$ cat config.mk
export PLATFORM = sky130hd
export DESIGN_NAME = clean_copyback_predictor
export DESIGN_NICKNAME = d
export VERILOG_FILES = /design/src/rtl/ccbp_pkg.sv /design/src/rtl/ccbp_line_meta.sv /design/src/rtl/ccbp_set_epoch.sv /design/src/rtl/ccbp_score.sv /design/src/rtl/clean_copyback_predictor.sv
export SDC_FILE = /design/constraint.sdc
export NUM_CORES = 2
export LEC_CHECK = 0
export ABC_CLOCK_PERIOD_IN_PS = 6100
export BUFFER_PORTS_ARGS = -buffer_cell sky130_fd_sc_hd__buf_4
export CORE_MARGIN = 8
export CORE_UTILIZATION = 32
export CTS_CLUSTER_DIAMETER = 60
export DETAILED_ROUTE_END_ITERATION = 10
export SLEW_MARGIN = 40
export SYNTH_ARGS = -nofsm -noshare
export SYNTH_HDL_FRONTEND = slang
export SYNTH_SLANG_ARGS = --single-unit
$ cat constraint.sdc
create_clock -name clk -period 6.1 [get_ports clk]
set_clock_uncertainty 0.15 [all_clocks]
set_input_delay 0.305 -clock clk [delete_from_list [all_inputs] [get_ports clk]]
set_output_delay 0.305 -clock clk [all_outputs]
set_load 0.1 [all_outputs]
$ cat src/rtl/ccbp_pkg.sv
package ccbp_pkg;

    localparam int RD_W    = 4;
    localparam int HIT_W   = 2;
    localparam int SCORE_W = 4;

    localparam int W_PREFETCH = 1;
    localparam int W_LOW_HITS = 1;
    localparam int W_FAR      = 8;
    localparam int W_MID      = 4;
    localparam int SCORE_MAX  = W_PREFETCH + W_LOW_HITS + W_FAR + W_MID;

    typedef enum logic [1:0] {
        ACC_HIT  = 2'd0,
        ACC_MISS = 2'd1,
        ACC_FILL = 2'd2,
        ACC_NONE = 2'd3
    } acc_kind_t;

    typedef enum logic {
        DEC_IDLE = 1'b0,
        DEC_EMIT = 1'b1
    } dec_state_t;

    typedef struct packed {
        logic              valid;
        logic              pf;
        logic [HIT_W-1:0]  hits;
        logic [RD_W-1:0]   rd;
    } line_meta_t;

endpackage

$ cat src/rtl/ccbp_line_meta.sv
module ccbp_line_meta
    import ccbp_pkg::*;
(
    input  logic       clk,
    input  logic       rst_n,
    input  logic       fill_i,
    input  logic       pf_i,
    input  logic       hit_i,
    input  logic       miss_i,
    input  logic       evict_i,
    output line_meta_t meta_o
);

    localparam logic [RD_W-1:0]  RD_TOP  = '1;
    localparam logic [HIT_W-1:0] HIT_TOP = '1;

    line_meta_t meta_q;

    always_ff @(posedge clk) begin
        if (!rst_n) begin
            meta_q <= '0;
        end else if (fill_i) begin
            meta_q.valid <= 1'b1;
            meta_q.pf    <= pf_i;
            meta_q.hits  <= '0;
            meta_q.rd    <= '0;
        end else begin
            if (evict_i) begin
                meta_q.valid <= 1'b0;
            end
            if (hit_i) begin
                meta_q.rd <= '0;
                if (meta_q.hits != HIT_TOP) begin
                    meta_q.hits <= meta_q.hits + HIT_W'(1);
                end
            end else if (miss_i && meta_q.valid && meta_q.rd != RD_TOP) begin
                meta_q.rd <= meta_q.rd + RD_W'(1);
            end
        end
    end

    assign meta_o = meta_q;

    AST_FILL_CLEARS: assert property (@(posedge clk) disable iff (!rst_n)
        fill_i |=> (meta_q.rd == '0 && meta_q.hits == '0 && meta_q.valid));

    AST_RD_SATURATES: assert property (@(posedge clk) disable iff (!rst_n)
        (meta_q.rd == RD_TOP && !fill_i && !hit_i) |=> meta_q.rd == RD_TOP);

    AST_RD_STEPS: assert property (@(posedge clk) disable iff (!rst_n)
        (meta_q.valid && miss_i && !fill_i && !hit_i && meta_q.rd != RD_TOP)
        |=> meta_q.rd == $past(meta_q.rd) + RD_W'(1));

    AST_HITS_SATURATE: assert property (@(posedge clk) disable iff (!rst_n)
        (meta_q.hits == HIT_TOP && !fill_i) |=> meta_q.hits == HIT_TOP);

    AST_INVALID_FROZEN: assert property (@(posedge clk) disable iff (!rst_n)
        (!meta_q.valid && !fill_i && !hit_i) |=> $stable(meta_q.rd));

endmodule

$ cat src/rtl/ccbp_set_epoch.sv
module ccbp_set_epoch
    import ccbp_pkg::*;
#(
    parameter int EPOCH_HITS = 8
) (
    input  logic            clk,
    input  logic            rst_n,
    input  logic            hit_i,
    input  logic [RD_W-1:0] hit_rd_i,
    output logic [RD_W-1:0] set_rd_o
);

    localparam int EPOCH_LOG2 = $clog2(EPOCH_HITS);
    localparam int ACC_W      = RD_W + EPOCH_LOG2;
    localparam logic [EPOCH_LOG2-1:0] LAST_HIT = EPOCH_LOG2'(EPOCH_HITS - 1);

    logic [ACC_W-1:0]      acc_q;
    logic [EPOCH_LOG2-1:0] tally_q;
    logic [RD_W-1:0]       set_rd_q;
    logic [ACC_W-1:0]      sum;

    always_comb begin
        sum = acc_q + ACC_W'(hit_rd_i);
    end

    always_ff @(posedge clk) begin
        if (!rst_n) begin
            acc_q    <= '0;
            tally_q  <= '0;
            set_rd_q <= '0;
        end else if (hit_i) begin
            if (tally_q == LAST_HIT) begin
                set_rd_q <= RD_W'(sum >> EPOCH_LOG2);
                acc_q    <= '0;
                tally_q  <= '0;
            end else begin
                acc_q    <= sum;
                tally_q  <= tally_q + EPOCH_LOG2'(1);
            end
        end
    end

    assign set_rd_o = set_rd_q;

    AST_SETRD_HOLD_IDLE: assert property (@(posedge clk) disable iff (!rst_n)
        !hit_i |=> $stable(set_rd_q));

    AST_SETRD_HOLD_MIDEPOCH: assert property (@(posedge clk) disable iff (!rst_n)
        (hit_i && tally_q != LAST_HIT) |=> $stable(set_rd_q));

    AST_EPOCH_RESTART: assert property (@(posedge clk) disable iff (!rst_n)
        (hit_i && tally_q == LAST_HIT) |=> (acc_q == '0 && tally_q == '0));

endmodule

$ cat src/rtl/ccbp_score.sv
module ccbp_score
    import ccbp_pkg::*;
#(
    parameter int COPY_THRESH = 9
) (
    input  line_meta_t         meta_i,
    input  logic [RD_W-1:0]    set_rd_i,
    input  logic               dirty_i,
    output logic [SCORE_W-1:0] score_o,
    output logic               copy_o
);

    localparam int MW = RD_W + 2;

    logic [MW-1:0]      rd_x;
    logic [MW-1:0]      twice;
    logic [MW-1:0]      thrice;
    logic [SCORE_W-1:0] total;

    always_comb begin
        rd_x   = MW'(meta_i.rd);
        twice  = MW'({set_rd_i, 1'b0});
        thrice = twice + MW'(set_rd_i);

        total = '0;
        if (meta_i.pf) begin
            total = total + SCORE_W'(W_PREFETCH);
        end
        if (meta_i.hits <= HIT_W'(1)) begin
            total = total + SCORE_W'(W_LOW_HITS);
        end
        if (rd_x > thrice) begin
            total = total + SCORE_W'(W_FAR);
        end
        if (rd_x >= twice) begin
            total = total + SCORE_W'(W_MID);
        end

        score_o = total;
        copy_o  = dirty_i || (total < SCORE_W'(COPY_THRESH));
    end

endmodule

$ cat src/rtl/clean_copyback_predictor.sv
module clean_copyback_predictor
    import ccbp_pkg::*;
#(
    parameter int NUM_SETS    = 16,
    parameter int NUM_WAYS    = 4,
    parameter int EPOCH_HITS  = 8,
    parameter int COPY_THRESH = 9,
    localparam int SET_W      = $clog2(NUM_SETS),
    localparam int WAY_W      = $clog2(NUM_WAYS)
) (
    input  logic               clk,
    input  logic               rst_n,
    input  logic               acc_valid,
    input  logic [1:0]         acc_kind,
    input  logic [SET_W-1:0]   acc_set,
    input  logic [WAY_W-1:0]   acc_way,
    input  logic               acc_prefetch,
    input  logic               evict_valid,
    input  logic [SET_W-1:0]   evict_set,
    input  logic [WAY_W-1:0]   evict_way,
    input  logic               evict_dirty,
    output logic               dec_valid,
    output logic               dec_copy,
    output logic [SCORE_W-1:0] dec_score
);

    acc_kind_t kind;
    assign kind = acc_kind_t'(acc_kind);

    logic is_hit, is_miss, is_fill;
    assign is_hit  = acc_valid && (kind == ACC_HIT);
    assign is_miss = acc_valid && (kind == ACC_MISS);
    assign is_fill = acc_valid && (kind == ACC_FILL);

    line_meta_t      meta   [NUM_SETS][NUM_WAYS];
    logic [RD_W-1:0] set_rd [NUM_SETS];

    for (genvar s = 0; s < NUM_SETS; s++) begin : g_set
        logic set_sel;
        assign set_sel = (acc_set == SET_W'(s));

        for (genvar w = 0; w < NUM_WAYS; w++) begin : g_way
            logic way_sel, victim_sel;
            assign way_sel    = set_sel && (acc_way == WAY_W'(w));
            assign victim_sel = evict_valid && (evict_set == SET_W'(s))
                                && (evict_way == WAY_W'(w));

            ccbp_line_meta u_line (
                .clk    (clk),
                .rst_n  (rst_n),
                .fill_i (is_fill && way_sel),
                .pf_i   (acc_prefetch),
                .hit_i  (is_hit && way_sel),
                .miss_i (is_miss && set_sel),
                .evict_i(victim_sel),
                .meta_o (meta[s][w])
            );
        end

        ccbp_set_epoch #(
            .EPOCH_HITS(EPOCH_HITS)
        ) u_epoch (
            .clk     (clk),
            .rst_n   (rst_n),
            .hit_i   (is_hit && set_sel),
            .hit_rd_i(meta[s][acc_way].rd),
            .set_rd_o(set_rd[s])
        );
    end

    logic [SCORE_W-1:0] score_c;
    logic               copy_c;

    ccbp_score #(
        .COPY_THRESH(COPY_THRESH)
    ) u_score (
        .meta_i  (meta[evict_set][evict_way]),
        .set_rd_i(set_rd[evict_set]),
        .dirty_i (evict_dirty),
        .score_o (score_c),
        .copy_o  (copy_c)
    );

    dec_state_t state_q, state_d;
    logic               copy_q;
    logic [SCORE_W-1:0] score_q;
    logic               dirty_q;

    always_comb begin
        state_d = state_q;
        unique case (state_q)
            DEC_IDLE: state_d = evict_valid ? DEC_EMIT : DEC_IDLE;
            DEC_EMIT: state_d = evict_valid ? DEC_EMIT : DEC_IDLE;
            default:  state_d = DEC_IDLE;
        endcase
    end

    always_ff @(posedge clk) begin
        if (!rst_n) begin
            state_q <= DEC_IDLE;
        end else begin
            state_q <= state_d;
        end
    end

    always_ff @(posedge clk) begin
        if (!rst_n) begin
            copy_q  <= 1'b0;
            score_q <= '0;
            dirty_q <= 1'b0;
        end else if (evict_valid) begin
            copy_q  <= copy_c;
            score_q <= score_c;
            dirty_q <= evict_dirty;
        end
    end

    always_comb begin
        dec_valid = (state_q == DEC_EMIT);
        dec_copy  = dec_valid && copy_q;
        dec_score = score_q;
    end

    AST_DEC_FOLLOWS_REQ: assert property (@(posedge clk) disable iff (!rst_n)
        evict_valid |=> dec_valid);

    AST_DEC_NO_SPURIOUS: assert property (@(posedge clk) disable iff (!rst_n)
        !evict_valid |=> !dec_valid);

    AST_DIRTY_COPIES: assert property (@(posedge clk) disable iff (!rst_n)
        (dec_valid && dirty_q) |-> dec_copy);

    AST_SCORE_BOUND: assert property (@(posedge clk) disable iff (!rst_n)
        dec_valid |-> dec_score <= SCORE_W'(SCORE_MAX));

    AST_HIGH_SCORE_DROPS: assert property (@(posedge clk) disable iff (!rst_n)
        (dec_valid && !dirty_q && dec_score >= SCORE_W'(COPY_THRESH)) |-> !dec_copy);

endmodule

Word level (Yosys, flattened, before mapping):

Cells that the tools add are included.

* register bits after elaboration: 742
* input port bits: 20
* logic and storage cells: 1600

* $add $sub $neg: 164
* order comparisons: 7
* eq/ne operators: 182
* mux-type cells: 222
* bitwise gates (word level): 4
* reductions and logical operators: 714

Operator list (count)
* $logic_and A1 B1 Y1: 436
* $bmux W8 S2: 17
* $add A4 B1 Y4 const B: 64
* $ne A4 B4 Y1 const B: 64
* $reduce_or A3 Y1: 64
* $reduce_and A2 Y1: 80
* $mux W4: 37
* $mux W1: 130
* $add A2 B1 Y2 const B: 64
* $bmux W32 S4: 1
* $ne A2 B2 Y1 const B: 64
* $reduce_bool A2 Y1: 64
* $reduce_or A2 Y1: 64
* $mux W7: 18
* $add A7 B4 Y7: 16
* $eq A4 B4 Y1 const B: 16
* $mux W32: 2
* $add A3 B1 Y3 const B: 16
* $eq A3 B3 Y1 const B: 16
* $mux W3: 16
* $eq A4 B3 Y1 const B: 8
* $bmux W4 S4: 1
* $eq A4 B2 Y1 const B: 4
* $eq A2 B2 Y1 const B: 5
* other kinds (18): 26

Longest topological paths before layout:

* depth after elaboration: 16
* gate-level depth with buffers: 18
* depth with buffers taken out: 13

Cells and area by module:

From an unflattened synthesis, not the netlist that was laid out.

* cells, all modules: 4618
* area total of the unflattened synthesis: 44954.4 sq um

Modules (own cells, without submodules)
* ccbp_line_meta: times used 64, cells each 37, area each 372.9 sq um, seq. area each 160.2 sq um
* ccbp_set_epoch: times used 16, cells each 92, area each 833.3 sq um, seq. area each 280.3 sq um
* clean_copyback_predictor: times used 1, cells each 735, area each 7409.6 sq um, seq. area each 120.1 sq um
* ccbp_score: times used 1, cells each 43, area each 349.1 sq um, seq. area each 0.0 sq um

Least setup slack after synthesis:

OpenSTA, ideal clock, no wires.

* path type: input to register
* start point: in evict_set[1]
* end point: reg copy_q
* arrival: 3.850 ns
* data required time: 5.814 ns
* path slack: 1.963 ns
* stages: 17
* buffers on the path: 6
* cell sequence: buf_6 -> buf_12 -> buf_4 -> buf_2 -> buf_2 -> buf_2 -> mux4_2 -> mux4_2 -> ha_1 -> inv_1 -> fa_1 -> ha_1 -> o21a_1 -> o21a_1 -> o211ai_1 -> nor4b_1 -> o22ai_1

* word-level cells in the longest chain between the ends: 16
* elaborated cells between the ends (all ways): 23
* those cells by class: 4 x add/sub; 4 x order compare; 13 x mux; 1 x bitwise; 1 x reduce/logical

Ends and longest elaborated chain
* start, declared: line clean_copyback_predictor.sv:19 `input logic [SET_W-1:0] evict_set,`
* $not A4 Y5 (implied by the code) (*): line clean_copyback_predictor.sv:77, clean_copyback_predictor.sv:78
* $bmux W32 S4: line clean_copyback_predictor.sv:77 `.meta_i (meta[evict_set][evict_way]),`
* $mux W32 (implied by the code) (2 in series): line clean_copyback_predictor.sv:77
* $bmux W8 S2: line clean_copyback_predictor.sv:77
* $mux W7 (implied by the code) (2 in series): line clean_copyback_predictor.sv:77
* $mux W1: line ccbp_score.sv:26 `if (meta_i.pf) begin`
* $add A1 B1 Y2: line ccbp_score.sv:30 `total = total + SCORE_W'(W_LOW_HITS);`
* $mux W4: line ccbp_score.sv:29 `if (meta_i.hits <= HIT_W'(1)) begin`
* $add A4 B4 Y4: line ccbp_score.sv:33 `total = total + SCORE_W'(W_FAR);`
* $mux W4: line ccbp_score.sv:32 `if (rd_x > thrice) begin`
* $add A4 B3 Y4: line ccbp_score.sv:36 `total = total + SCORE_W'(W_MID);`
* $mux W4 (*): line ccbp_score.sv:35 `if (rd_x >= twice) begin`
* $lt A4 B4 Y1 (*): line ccbp_score.sv:40 `copy_o = dirty_i || (total < SCORE_W'(COPY_THRESH));`
* $logic_or A1 B1 Y1 (*): line ccbp_score.sv:40
* end signal, assigned: line clean_copyback_predictor.sv:112 `copy_q <= copy_c;`
* end, declared: line clean_copyback_predictor.sv:85 `logic copy_q;`

Every way passes the cells marked *; elsewhere a longest branch is shown, timed or not. The select of a mux whose other input is x is not followed.
A chain may end at the register's enable or synchronous reset.

Worst setup path after layout:

* start point: in evict_set[0]
* end point: reg copy_q

The elaborated chain is that of the path after synthesis.

==> parameters.txt <==
Parameter                              Value

Run
  Number of max-capacitance violations reported ... 0

Timing
  Max-slew headroom ... 0.4260
  Final period demand of the worst path ... about 4.2 ns
  Final Hold Viols ... 0
  Highest achievable clock rate ... 0.2391 GHz
  Setup repair after global routing missed its margin ... false
  Worst Slack Setup Final ... 1.917 ns
  Measured slew at the worst slew-check pin ... roughly 0.86 ns
  Setup tns final ... 0 ns
  Ratio of final minimum period to clock period ... 0.6857
  Slew Viols, Final ... 0
  Final setup vio count ... 0

Logic synthesis
  Sequential fraction of the synthesis area ... 0.3806
  Post-Synthesis Net Count ... 4433
  Ys flop type ... dfxtp_1
  Number of distinct library cell variants in the gate-level netlist after synthesis ... 52
  Number of synthesized register bits ... around 740
  Share of flip-flops with an asynchronous set or reset after synthesis ... 0
  Number of instances in the synthesized netlist ... a little over 4k
  Count of flip-flops with a built-in enable after synthesis ... 0
  Summed instance area of the synthesized netlist ... around 39000 sq um
  Number of warnings printed during yosys synthesis ... 0
  Mean instance size in the synthesized netlist ... 9.383 sq um

Finish
  Final #Nets ... 4343
  Share of layout cells above drive strength 1 ... 0.09879
  End-of-flow core utilization ... 0.3587
  Area growth from synthesis to final layout ... 11.59%
  Final std cells w/o fill ... ~5.8k

Routing
  Initial DRC count ... 3349
  Iteration count of the initial detailed-routing pass ... 7
  Remaining antenna violation count after routing ... 0
  Final routed wirelength across all metal layers ... around 120000 um
  Routed WL per cell ... roughly 21 um
  Vias ... about 32k
  Count of unresolved DRC violations after routing ... 0
  Vias per cell ... 5.533

Setup path
  Largest incremental delay on the critical path ... 0.66 ns
  Setup crit end kind ... flop
  Maximum net fanout on the critical path ... between 60 and 70
  Worst-case reg-to-reg path depth ... 12
  Start of the worst register-to-register path ... g_set[11].u_epoch.set_rd_o[0]
  Data arrival time of the worst path ... 4.58 ns
  Register-to-Register Setup Slack ... between 1.5 and 2 ns
  Crit path cell chain ... buf_6, mux4_2, mux4_2, ha_1, inv_1, fa_1, ha_1, o21a_1, o21a_1, o211ai_1, nor4b_1, o22ai_1, dlygate4sd3_1
  Reg2reg end ... copy_q
  Master of the slowest instance on the critical path ... mux4_2
  CP Class ... input pin to flop
  Required time at the worst-slack endpoint ... roughly 6.5 ns
  Worst Setup Start Kind ... input pin

Placement
  Post-DP HPWL ... 89850 um
  Cell count after placement ... approximately 5.6k
  Worst setup slack before clock tree synthesis ... 1.825 ns
  Gpl congestion ... between 0.9 and 1
  Port bufs ... 25

GRT
  Largest net degree at the start of global routing ... about 150
  Total congestion overflow after global routing ... 0
  Antenna violations before repair ... 7
  Global Route Usage Sum ... 0.1810
  Global-route wire length before repair ... about 190000 um
  Number of global-route vias before repair ... between 20k and 30k

Floorplanning
  Height of the chip ... around 370 um
  Die area ... between 100000 and 150000 sq um
  Core region area ... roughly 120000 sq um
  Width of the die ... approximately 370 um
  Initial standard-cell utilization of the core ... 0.3215
  Placement Rows ... 128
  Io pins ... 26

Hold path
  Number of stages on the worst hold path ... 3
  Worst hold start ... rst_n
  Min-Delay Path Class ... input pin to flop
  End point of the most critical hold path ... g_set[15].g_way[3].u_line.meta_o[4]

Clocking
  Clock root cell ... clkbuf_16
  Clock slew at reported path FFs ... approximately 0.06 ns
  CTS Sinks ... roughly 740
  Clock latency of the later-clocked register in the worst-skew pair ... roughly 0.67 ns
  Setup fix buffers added after clock tree synthesis ... 0
  Cts bufs inserted ... 89
  Clock tree from TritonCTS ... done
  H-tree levels ... 3
  Maximum count of clock buffers along a single path ... 3

Status
  Result of the run ... completed

Power
  Peak supply drop ... 0.0001919 V
  Static leakage power ... around 17 nW
  PD cells ... about 240 nW/um^2
-- what timing repair did --
action,CTS,global route
hold buffers,3,0
setup endpoints to repair,0,0
endpoints found under the hold margin,6,0
gates resized for setup,0,0
-- metal layers --
metal | GRT usage | vias up | wire, um
met5 | 0 | - | 22
met4 | 0.08158 | 4 | 6352
met3 | 0.03883 | 353 | 11740
met2 | 0.2747 | 1442 | 53130
met1 | 0.2462 | 15393 | 52370
li1 | - | 14741 | -
-- registers in the layout, summed over array words and instances, names as in the netlist --
signal and flops:
copy_q 1, dec_score 4, dec_valid 1, g_set.g_way.u_line.meta_o 512
g_set.u_epoch.acc_q 112, g_set.u_epoch.set_rd_o 64, g_set.u_epoch.tally_q 48
-- kinds of logic after synthesis --
family	synth area share
xor gates and xnor gates	0.06217
adders and majority gates	0.08471
AOI/OAI and AO/OA	0.09285
buffers and inverters	0.02754
DFF	0.3806
muxes	0.1668
and+or+nand+nor	0.1853
-- through the flow --
step / area [sq um] / power [W] / hold WS [ns]
6_report: 43550 / 0.01065 / 0.05858
5_1_grt: 43530 / 0.01096 / 0.05541
4_1_cts: 43520 / 0.01073 / 0.01886
3_5_place_dp: 40530 / 0.005378 / 0.2985
3_3_place_gp: 40470 / 0.005373 / 0.2915
2_1_floorplan: 39020 / 0.005245 / 0.2790
-- synth_stat cells, types with 3 or more instances --
cell,instances,area [sq um]
dfxtp_1,742,14850
nor2_1,579,2173
nand2_1,370,1389
a21oi_1,319,1597
ha_1,237,2965
mux2i_1,216,2162
nand3_1,195,975.9
mux4_2,193,4347
o21ai_0,188,940.9
clkbuf_1,170,638.1
xor2_1,155,1358
xnor2_1,122,1069
nor3_1,111,555.5
or3_1,71,444.2
a21o_1,48,360.4
nand4_1,48,300.3
nand3b_1,47,352.8
and3_1,43,269.0
a22oi_1,37,277.8
buf_2,30,150.1
inv_1,29,108.9
nor3b_1,23,172.7
a31oi_1,22,137.6
and3b_1,17,148.9
fa_1,17,340.3
a21boi_0,16,120.1
nor4_1,16,100.1
buf_1,15,56.30
o21bai_1,15,112.6
nand2b_1,10,62.56
nor2b_1,9,56.30
buf_4,6,45.04
nand4bb_1,6,67.56
buf_6,4,45.04
nand4b_1,4,35.03
or4b_1,4,40.04
inv_2,3,11.26
o21a_1,3,22.52
or2_2,3,18.77
-- where the power goes --
part	leakage, nW	internal, W	total, W	switching [W]
registers	5.97	0.00485	0.00486	0.00000865
logic	9.88	0.000105	0.000418	0.000314
clock network	1.45	0.00313	0.00538	0.00225
total	17.3	0.00808	0.0107	0.00257
-- layout make-up --
class / instances / area [sq um]
clock buffers: 120 / 2464
diodes: 6 / 15.01
clock inverters: 42 / 495.5
multi-input cells: 3159 / 23150
fillers: 12239 / 77850
flip-flops and latches: 742 / 14850
well taps: 1625 / 2033
repair buffers: 45 / 406.6
inverters: 32 / 132.6
-- cells in the final DEF (no fill, tap or decap), types with 9 or more instances in the layout --
master       n
dfxtp_1    742
nor2_1     575
nand2_1    359
a21oi_1    319
ha_1       237
mux2i_1    216
nand3_1    194
mux4_2     193
o21ai_0    188
xor2_1     155
xnor2_1    122
nor3_1     111
clkbuf_16   89
or3_1       71
nand4_1     48
a21o_1      48
nand3b_1    47
and3_1      43
a22oi_1     37
buf_4       36
inv_1       28
nor3b_1     23
a31oi_1     22
clkbuf_1    19
and3b_1     17
fa_1        17
a21boi_0    16
nor4_1      16
clkinv_2    16
o21bai_1    15
clkbuf_8    12
nand2_2     11
nor2b_1      9
-- worst max path at each step --
stage	startpoint	endpoint	slack (ns)	depth (start not counted)
2_1_floorplan	evict_set[1]	copy_q	1.96	17
3_3_place_gp	evict_set[1]	copy_q	1.75	13
3_5_place_dp	evict_set[0]	copy_q	1.82	12
4_1_cts	evict_set[0]	copy_q	1.98	13
5_1_grt	evict_set[0]	copy_q	1.73	13
6_report	evict_set[0]	copy_q	1.92	13
-- worst max-delay path, delay by kind of cell --
| family | cells | cell delay (ns) |
|---|---|---|
| multiplexers | 2 | 1.20 |
| buffers and inverters | 3 | 1.19 |
| adder cells (fa/ha/maj) | 3 | 0.97 |
| AO/OA/AOI/OAI | 4 | 0.49 |
| AND/OR/NAND/NOR | 1 | 0.30 |
Note: power is estimated with default switching activity, not from simulation.
